===== config.mk =====
export PLATFORM = sky130hd
export DESIGN_NAME = extstat_latch
export DESIGN_NICKNAME = d
export VERILOG_FILES = /design/src/rtl/extstat_pkg.sv /design/src/rtl/extstat_sync.sv /design/src/rtl/extstat_cfg.sv /design/src/rtl/extstat_chan.sv /design/src/rtl/extstat_latch.sv
export SDC_FILE = /design/constraint.sdc
export NUM_CORES = 1
export LEC_CHECK = 0
export BUFFER_PORTS_ARGS = -buffer_cell sky130_fd_sc_hd__buf_2
export CAP_MARGIN = 20
export CORE_MARGIN = 2
export CORE_UTILIZATION = 46
export CTS_CLUSTER_SIZE = 12
export DETAILED_ROUTE_END_ITERATION = 8
export GPL_TIMING_DRIVEN = 0
export PLACE_DENSITY = 0.74
export SYNTH_ARGS = -nofsm -noshare
export SYNTH_HDL_FRONTEND = slang
export SYNTH_SLANG_ARGS = --single-unit

===== constraint.sdc =====
create_clock -name clk_i -period 1.35 [get_ports clk_i]
set_input_delay 0.27 -clock clk_i [delete_from_list [all_inputs] [get_ports clk_i]]
set_output_delay 0.27 -clock clk_i [all_outputs]
set_load 0.1 [all_outputs]

===== src/rtl/extstat_pkg.sv =====
package extstat_pkg;
    localparam int NUM_CH = 2;
    localparam int CH_W   = 1;
    localparam int SRC_W  = 6;
    localparam int DATA_W = 8;
    localparam int ADDR_W = 4;

    localparam logic [ADDR_W-1:0] REG_CMD    = 4'd0;
    localparam logic [ADDR_W-1:0] REG_IRQCTL = 4'd1;
    localparam logic [ADDR_W-1:0] REG_MASTER = 4'd9;
    localparam logic [ADDR_W-1:0] REG_SRCEN  = 4'd15;

    localparam logic [2:0] CMD_RESET_EXT = 3'b010;

    typedef logic [SRC_W-1:0] src_vec_t;

    typedef struct packed {
        src_vec_t snap;
        logic     pend;
    } chan_state_t;

    typedef struct packed {
        logic [NUM_CH-1:0][SRC_W-1:0] en;
        logic [NUM_CH-1:0]            ie;
        logic                         mie;
    } cfg_state_t;

    // Source-enable byte to internal source order; bits 2 and 0 dropped.
    function automatic src_vec_t srcen_decode(input logic [DATA_W-1:0] b);
        return {b[7], b[6], b[5], b[4], b[3], b[1]};
    endfunction

    // Status byte from snapshot and the two live bits.
    function automatic logic [DATA_W-1:0] status_pack(input src_vec_t snap,
                                                      input logic txe,
                                                      input logic rxa);
        return {snap[5:1], txe, snap[0], rxa};
    endfunction
endpackage


===== src/rtl/extstat_sync.sv =====
module extstat_sync #(
    parameter int W      = 6,
    parameter int STAGES = 2
) (
    input  logic         clk_i,
    input  logic         rst_ni,
    input  logic [W-1:0] d_i,
    output logic [W-1:0] q_o
);
    logic [STAGES-1:0][W-1:0] chain_d, chain_q;

    always_comb begin
        chain_d[0] = d_i;
        for (int s = 1; s < STAGES; s++) begin
            chain_d[s] = chain_q[s-1];
        end
    end

    always_ff @(posedge clk_i) begin
        if (!rst_ni) chain_q <= '0;
        else         chain_q <= chain_d;
    end

    assign q_o = chain_q[STAGES-1];
endmodule


===== src/rtl/extstat_cfg.sv =====
module extstat_cfg
    import extstat_pkg::*;
(
    input  logic                          clk_i,
    input  logic                          rst_ni,
    input  logic                          wr_en_i,
    input  logic [CH_W-1:0]               wr_chan_i,
    input  logic [ADDR_W-1:0]             wr_addr_i,
    input  logic [DATA_W-1:0]             wr_data_i,
    output logic [NUM_CH-1:0][SRC_W-1:0]  src_en_o,
    output logic [NUM_CH-1:0]             chan_ie_o,
    output logic                          master_ie_o,
    output logic [NUM_CH-1:0]             clr_o
);
    cfg_state_t        cfg_d, cfg_q;
    logic [NUM_CH-1:0] clr_d;
    logic              unused_bit2;

    assign unused_bit2 = wr_data_i[2];

    always_comb begin
        cfg_d = cfg_q;
        clr_d = '0;
        if (wr_en_i) begin
            case (wr_addr_i)
                REG_CMD:    if (wr_data_i[5:3] == CMD_RESET_EXT) clr_d[wr_chan_i] = 1'b1;
                REG_IRQCTL: cfg_d.ie[wr_chan_i] = wr_data_i[0];
                REG_MASTER: cfg_d.mie = wr_data_i[3];
                REG_SRCEN:  cfg_d.en[wr_chan_i] = srcen_decode(wr_data_i);
                default:    ;
            endcase
        end
    end

    always_ff @(posedge clk_i) begin
        if (!rst_ni) cfg_q <= '0;
        else         cfg_q <= cfg_d;
    end

    assign src_en_o    = cfg_q.en;
    assign chan_ie_o   = cfg_q.ie;
    assign master_ie_o = cfg_q.mie;
    assign clr_o       = clr_d;
endmodule


===== src/rtl/extstat_chan.sv =====
module extstat_chan
    import extstat_pkg::*;
(
    input  logic     clk_i,
    input  logic     rst_ni,
    input  src_vec_t sync_i,
    input  src_vec_t en_i,
    input  logic     ie_i,
    input  logic     clr_i,
    output src_vec_t snap_o,
    output logic     pend_o
);
    chan_state_t st_d, st_q;
    src_vec_t    diff;
    logic        raise;

    always_comb begin
        st_d  = st_q;
        diff  = sync_i ^ st_q.snap;
        raise = ie_i && ((diff & en_i) != '0);
        if (st_q.pend) begin
            // frozen: only the reset command releases it
            if (clr_i) st_d.pend = 1'b0;
        end else begin
            st_d.snap = sync_i;
            st_d.pend = raise;
        end
    end

    always_ff @(posedge clk_i) begin
        if (!rst_ni) st_q <= '0;
        else         st_q <= st_d;
    end

    assign snap_o = st_q.snap;
    assign pend_o = st_q.pend;
endmodule


===== src/rtl/extstat_latch.sv =====
module extstat_latch
    import extstat_pkg::*;
#(
    parameter int SYNC_STAGES = 2
) (
    input  logic                      clk_i,
    input  logic                      rst_ni,
    input  logic                      wr_en_i,
    input  logic                      wr_chan_i,
    input  logic [ADDR_W-1:0]         wr_addr_i,
    input  logic [DATA_W-1:0]         wr_data_i,
    input  logic [NUM_CH*SRC_W-1:0]   ext_i,
    input  logic [NUM_CH-1:0]         tx_empty_i,
    input  logic [NUM_CH-1:0]         rx_avail_i,
    output logic [DATA_W-1:0]         rr0_a_o,
    output logic [DATA_W-1:0]         rr0_b_o,
    output logic [DATA_W-1:0]         rr3_o,
    output logic                      irq_o
);
    logic [NUM_CH-1:0][SRC_W-1:0]  src_en;
    logic [NUM_CH-1:0]             chan_ie;
    logic                          master_ie;
    logic [NUM_CH-1:0]             clr_cmd;
    logic [NUM_CH-1:0][SRC_W-1:0]  sync_src;
    logic [NUM_CH-1:0][SRC_W-1:0]  snap;
    logic [NUM_CH-1:0]             chan_pend;
    logic [NUM_CH-1:0][DATA_W-1:0] rr0_all;

    extstat_cfg i_cfg (
        .clk_i       (clk_i),
        .rst_ni      (rst_ni),
        .wr_en_i     (wr_en_i),
        .wr_chan_i   (wr_chan_i),
        .wr_addr_i   (wr_addr_i),
        .wr_data_i   (wr_data_i),
        .src_en_o    (src_en),
        .chan_ie_o   (chan_ie),
        .master_ie_o (master_ie),
        .clr_o       (clr_cmd)
    );

    for (genvar c = 0; c < NUM_CH; c++) begin : g_chan
        extstat_sync #(.W(SRC_W), .STAGES(SYNC_STAGES)) i_sync (
            .clk_i  (clk_i),
            .rst_ni (rst_ni),
            .d_i    (ext_i[c*SRC_W +: SRC_W]),
            .q_o    (sync_src[c])
        );

        extstat_chan i_chan (
            .clk_i  (clk_i),
            .rst_ni (rst_ni),
            .sync_i (sync_src[c]),
            .en_i   (src_en[c]),
            .ie_i   (chan_ie[c]),
            .clr_i  (clr_cmd[c]),
            .snap_o (snap[c]),
            .pend_o (chan_pend[c])
        );

        assign rr0_all[c] = status_pack(snap[c], tx_empty_i[c], rx_avail_i[c]);
    end

    assign rr0_a_o = rr0_all[0];
    assign rr0_b_o = rr0_all[1];
    // pending byte: channel A at bit 3, channel B at bit 0
    assign rr3_o   = {4'b0000, chan_pend[0], 2'b00, chan_pend[1]};
    assign irq_o   = master_ie & ((chan_pend & chan_ie) != '0);
endmodule


==> key figures <==
GRT
  • Initial antenna violation count: 0
  • GRT Overall Usage: 15.2%
  • GRT overflow: 0
  • Global-route wire length before repair: 5920 um
  • Vias in the first global route: 1341
  • Largest net degree at the start of global routing: 16

Pwr
  • Pwr Density: 1090 mW/mm^2
  • Static Leak: 1.13 nW
  • Worst vdd ir: 613 uV
  • Final Power: 2.82 mW

Floorplanning
  • Core Footprint: 0.00435 sq mm
  • Starting Density: 47.5%
  • Cell Rows: 24
  • Width of the die: 71.1 um
  • Die height: 71.1 um
  • Die area: 0.00505 sq mm
  • I/O pin count: 57

Synth
  • Post-synth EDFFs: 0
  • Synth Register Bits: 53
  • Syn avg cell area: 10.8 sq um
  • Library cells used by synthesis: 25
  • Asr flop ratio synth: 0%
  • Ranking of synthesized cells by area: dfxtp_1 (51%), mux2i_1 (13%), nor2b_1 (8.5%), and2_1 (7.3%), xor2_1 (5.1%)
  • Synth top area share: 51.3%
  • Synth Flop Type: dfxtp_1
  • Cell area after synthesis: 0.00207 sq mm
  • Sequential share of the synthesized area: 51.3%
  • Post-synth top area cell: dfxtp_1
  • Synth cell count leaders: dfxtp_1 (53), nor2b_1 (28), mux2i_1 (27)
  • Yosys warnings: 0
  • Most frequent cell after synthesis: dfxtp_1
  • Post-Syn Instances: 192

Clocking
  • Clk buf depth: 2
  • CTS tree: yes
  • H-tree depth: 2
  • CTS Root Cell: clkbuf_8
  • Hold-fix buffer count after cts: 0
  • Total CTS buffers: 5
  • Clock-pin slew on the worst setup and hold paths: 0.08 ns
  • CTS sink cnt: 53
  • Clk_lat worst skew: 0.29 ns

STA
  • Fin. max-slew vios: 0
  • Final Skew: 0.00353 ns
  • Unrepaired setup endpoints after global routing: true
  • Final setup viols: 1
  • Final worst-path cycle share: 107%
  • Tmin final: 1.45 ns
  • Max Freq: 690 MHz
  • Worst setup margin: -0.100 ns
  • Hold Fails Final Rpt: 0

Placed design
  • GPL Wtd Cong: 0.728
  • Detailed placement HPWL: 2690 um
  • Port bufs: 45

Layout
  • Fillers: 384
  • Util after Layout: 59.5%
  • ANT cells: 0
  • Share of cells above drive strength 1: 33.7%
  • Synth-to-Final Area Change: 25.2%
  • Fin nets: 283

Critical path
  • Max FO, Critical Path: 2
  • Arr. time, crit path: 1.18 ns
  • Crit path buf inv count: 2
  • Cell family with most CP delay: flip-flops
  • Critical path cell sequence: buf_8, a22oi_2, nor2b_4, buf_12
  • Crit path launch type: flop
  • Slowest-stage cell, CP: dfxtp_2
  • Crit. End Element: output port
  • Crit path largest cell delay: 0.35 ns
  • WP data required: 1.08 ns
  • Critical path type: reg -> out

Detailed routing
  • Final wirelength: 3600 um
  • Via count: 1399
  • Initial detailed-routing violation count: 32
  • Avg WL per Cell: 11.8 um
  • Residual DRC count: 0
  • Routed Antenna Nets: 0
  • First-pass iteration count of the detailed router: 4
  • DR vias/cell: 4.60

Min path
  • Path type of the worst min-delay path: in -> reg

Status
  • Failing checks: negative setup slack
  • Outcome: finished, violations left

Job
  • Max Cap Viol: 0
metrics by stage:
stage / worst slack [ns] / hold WS, ns / instances / cell area, sq um / TNS [ns]
after floorplan: -0.0771 / 0.397 / 197 / 2130 / -0.130
after global placement: -0.263 / 0.414 / 294 / 2420 / -0.805
after detailed placement: -0.259 / 0.417 / 294 / 2420 / -1.01
after CTS: -0.115 / 0.161 / 304 / 2580 / -0.115
after global routing: -0.135 / 0.164 / 304 / 2590 / -0.135
final: -0.100 / 0.172 / 304 / 2590 / -0.100
cells by family after synthesis:
| group | share of synthesized area [%] |
|---|---|
| flops | 51.3 |
| mux | 13.1 |
| compound gates | 4.78 |
| buf+inv | 6.41 |
| other cells | 0.181 |
| xor+xnor | 5.08 |
| simple gates | 19.2 |
registers in the layout, summed over array words and instances, names as in the netlist:
signal                 count
g_chan.i_chan.pend_o       2
g_chan.i_chan.snap_o      12
i_cfg.src_en_o            12
i_cfg.master_ie_o          1
g_chan.i_sync.q_o         12
i_cfg.chan_ie_o            2
g_chan.i_sync.chain_d     12
cell usage in the layout, fill, tap and decap left out, drive strengths merged, types with 3 or more instances in the layout:
cell type / n
nor2b: 28
conb: 6
a22oi: 7
and2: 24
mux2i: 27
clkinv: 3
xor2: 12
inv: 3
dfxtp: 53
buf: 60
clkbuf: 12
final cells by class:
type | count | area, sq um | share of cell area, %
clock inverters | 3 | 12.5 | 0.483
repair buffers | 47 | 294 | 11.4
plain buffers | 20 | 143 | 5.51
inverters | 3 | 11.3 | 0.435
well taps | 52 | 65.1 | 2.51
clock buffers | 5 | 68.8 | 2.66
multi-input cells | 121 | 906 | 35.0
flip-flops and latches | 53 | 1090 | 42.0
worst paths after layout:
| path | start | endpoint | slack [ns] | depth (start not counted) |
|---|---|---|---|---|
| max | g_chan[0].i_chan.pend_o$_SDFF_PN0_ | irq_o | -0.10 | 4 |
| min | ext_i[4] | g_chan[0].i_sync.chain_d[10]$_SDFF_PN0_ | 0.17 | 2 |
| max reg2reg | g_chan[1].i_sync.q_o[3]$_SDFF_PN0_ | g_chan[1].i_chan.pend_o$_SDFF_PN0_ | 0.18 | 4 |
| min reg2reg | g_chan[1].i_sync.chain_d[6]$_SDFF_PN0_ | g_chan[1].i_sync.q_o[0]$_SDFF_PN0_ | 0.44 | 1 |
layer usage:
metal / vias to the layer above / GRT usage [%] / share of wire, %
li1: 730 / - / -
met1: 617 / 17.5 / 43
met2: 45 / 26.0 / 48
met3: 7 / 4.84 / 7.0
met4: 0 / 6.71 / 2.0
met5: - / 0 / 0
report_power, final:
part	internal (mW)	switching (mW)	leakage [nW]	total (mW)
sequential	1.60	0.0222	0.441	1.63
combinational	0.118	0.266	0.648	0.384
clock	0.350	0.461	0.0430	0.811
what timing repair did:
item / 4_1_cts / 5_1_grt
pin swaps: 1 / 0
resized for setup: 21 / 4
setup endpoints to repair: 14 / 3
setup buffers: 2 / 0
(Power assumes the default switching activity.)
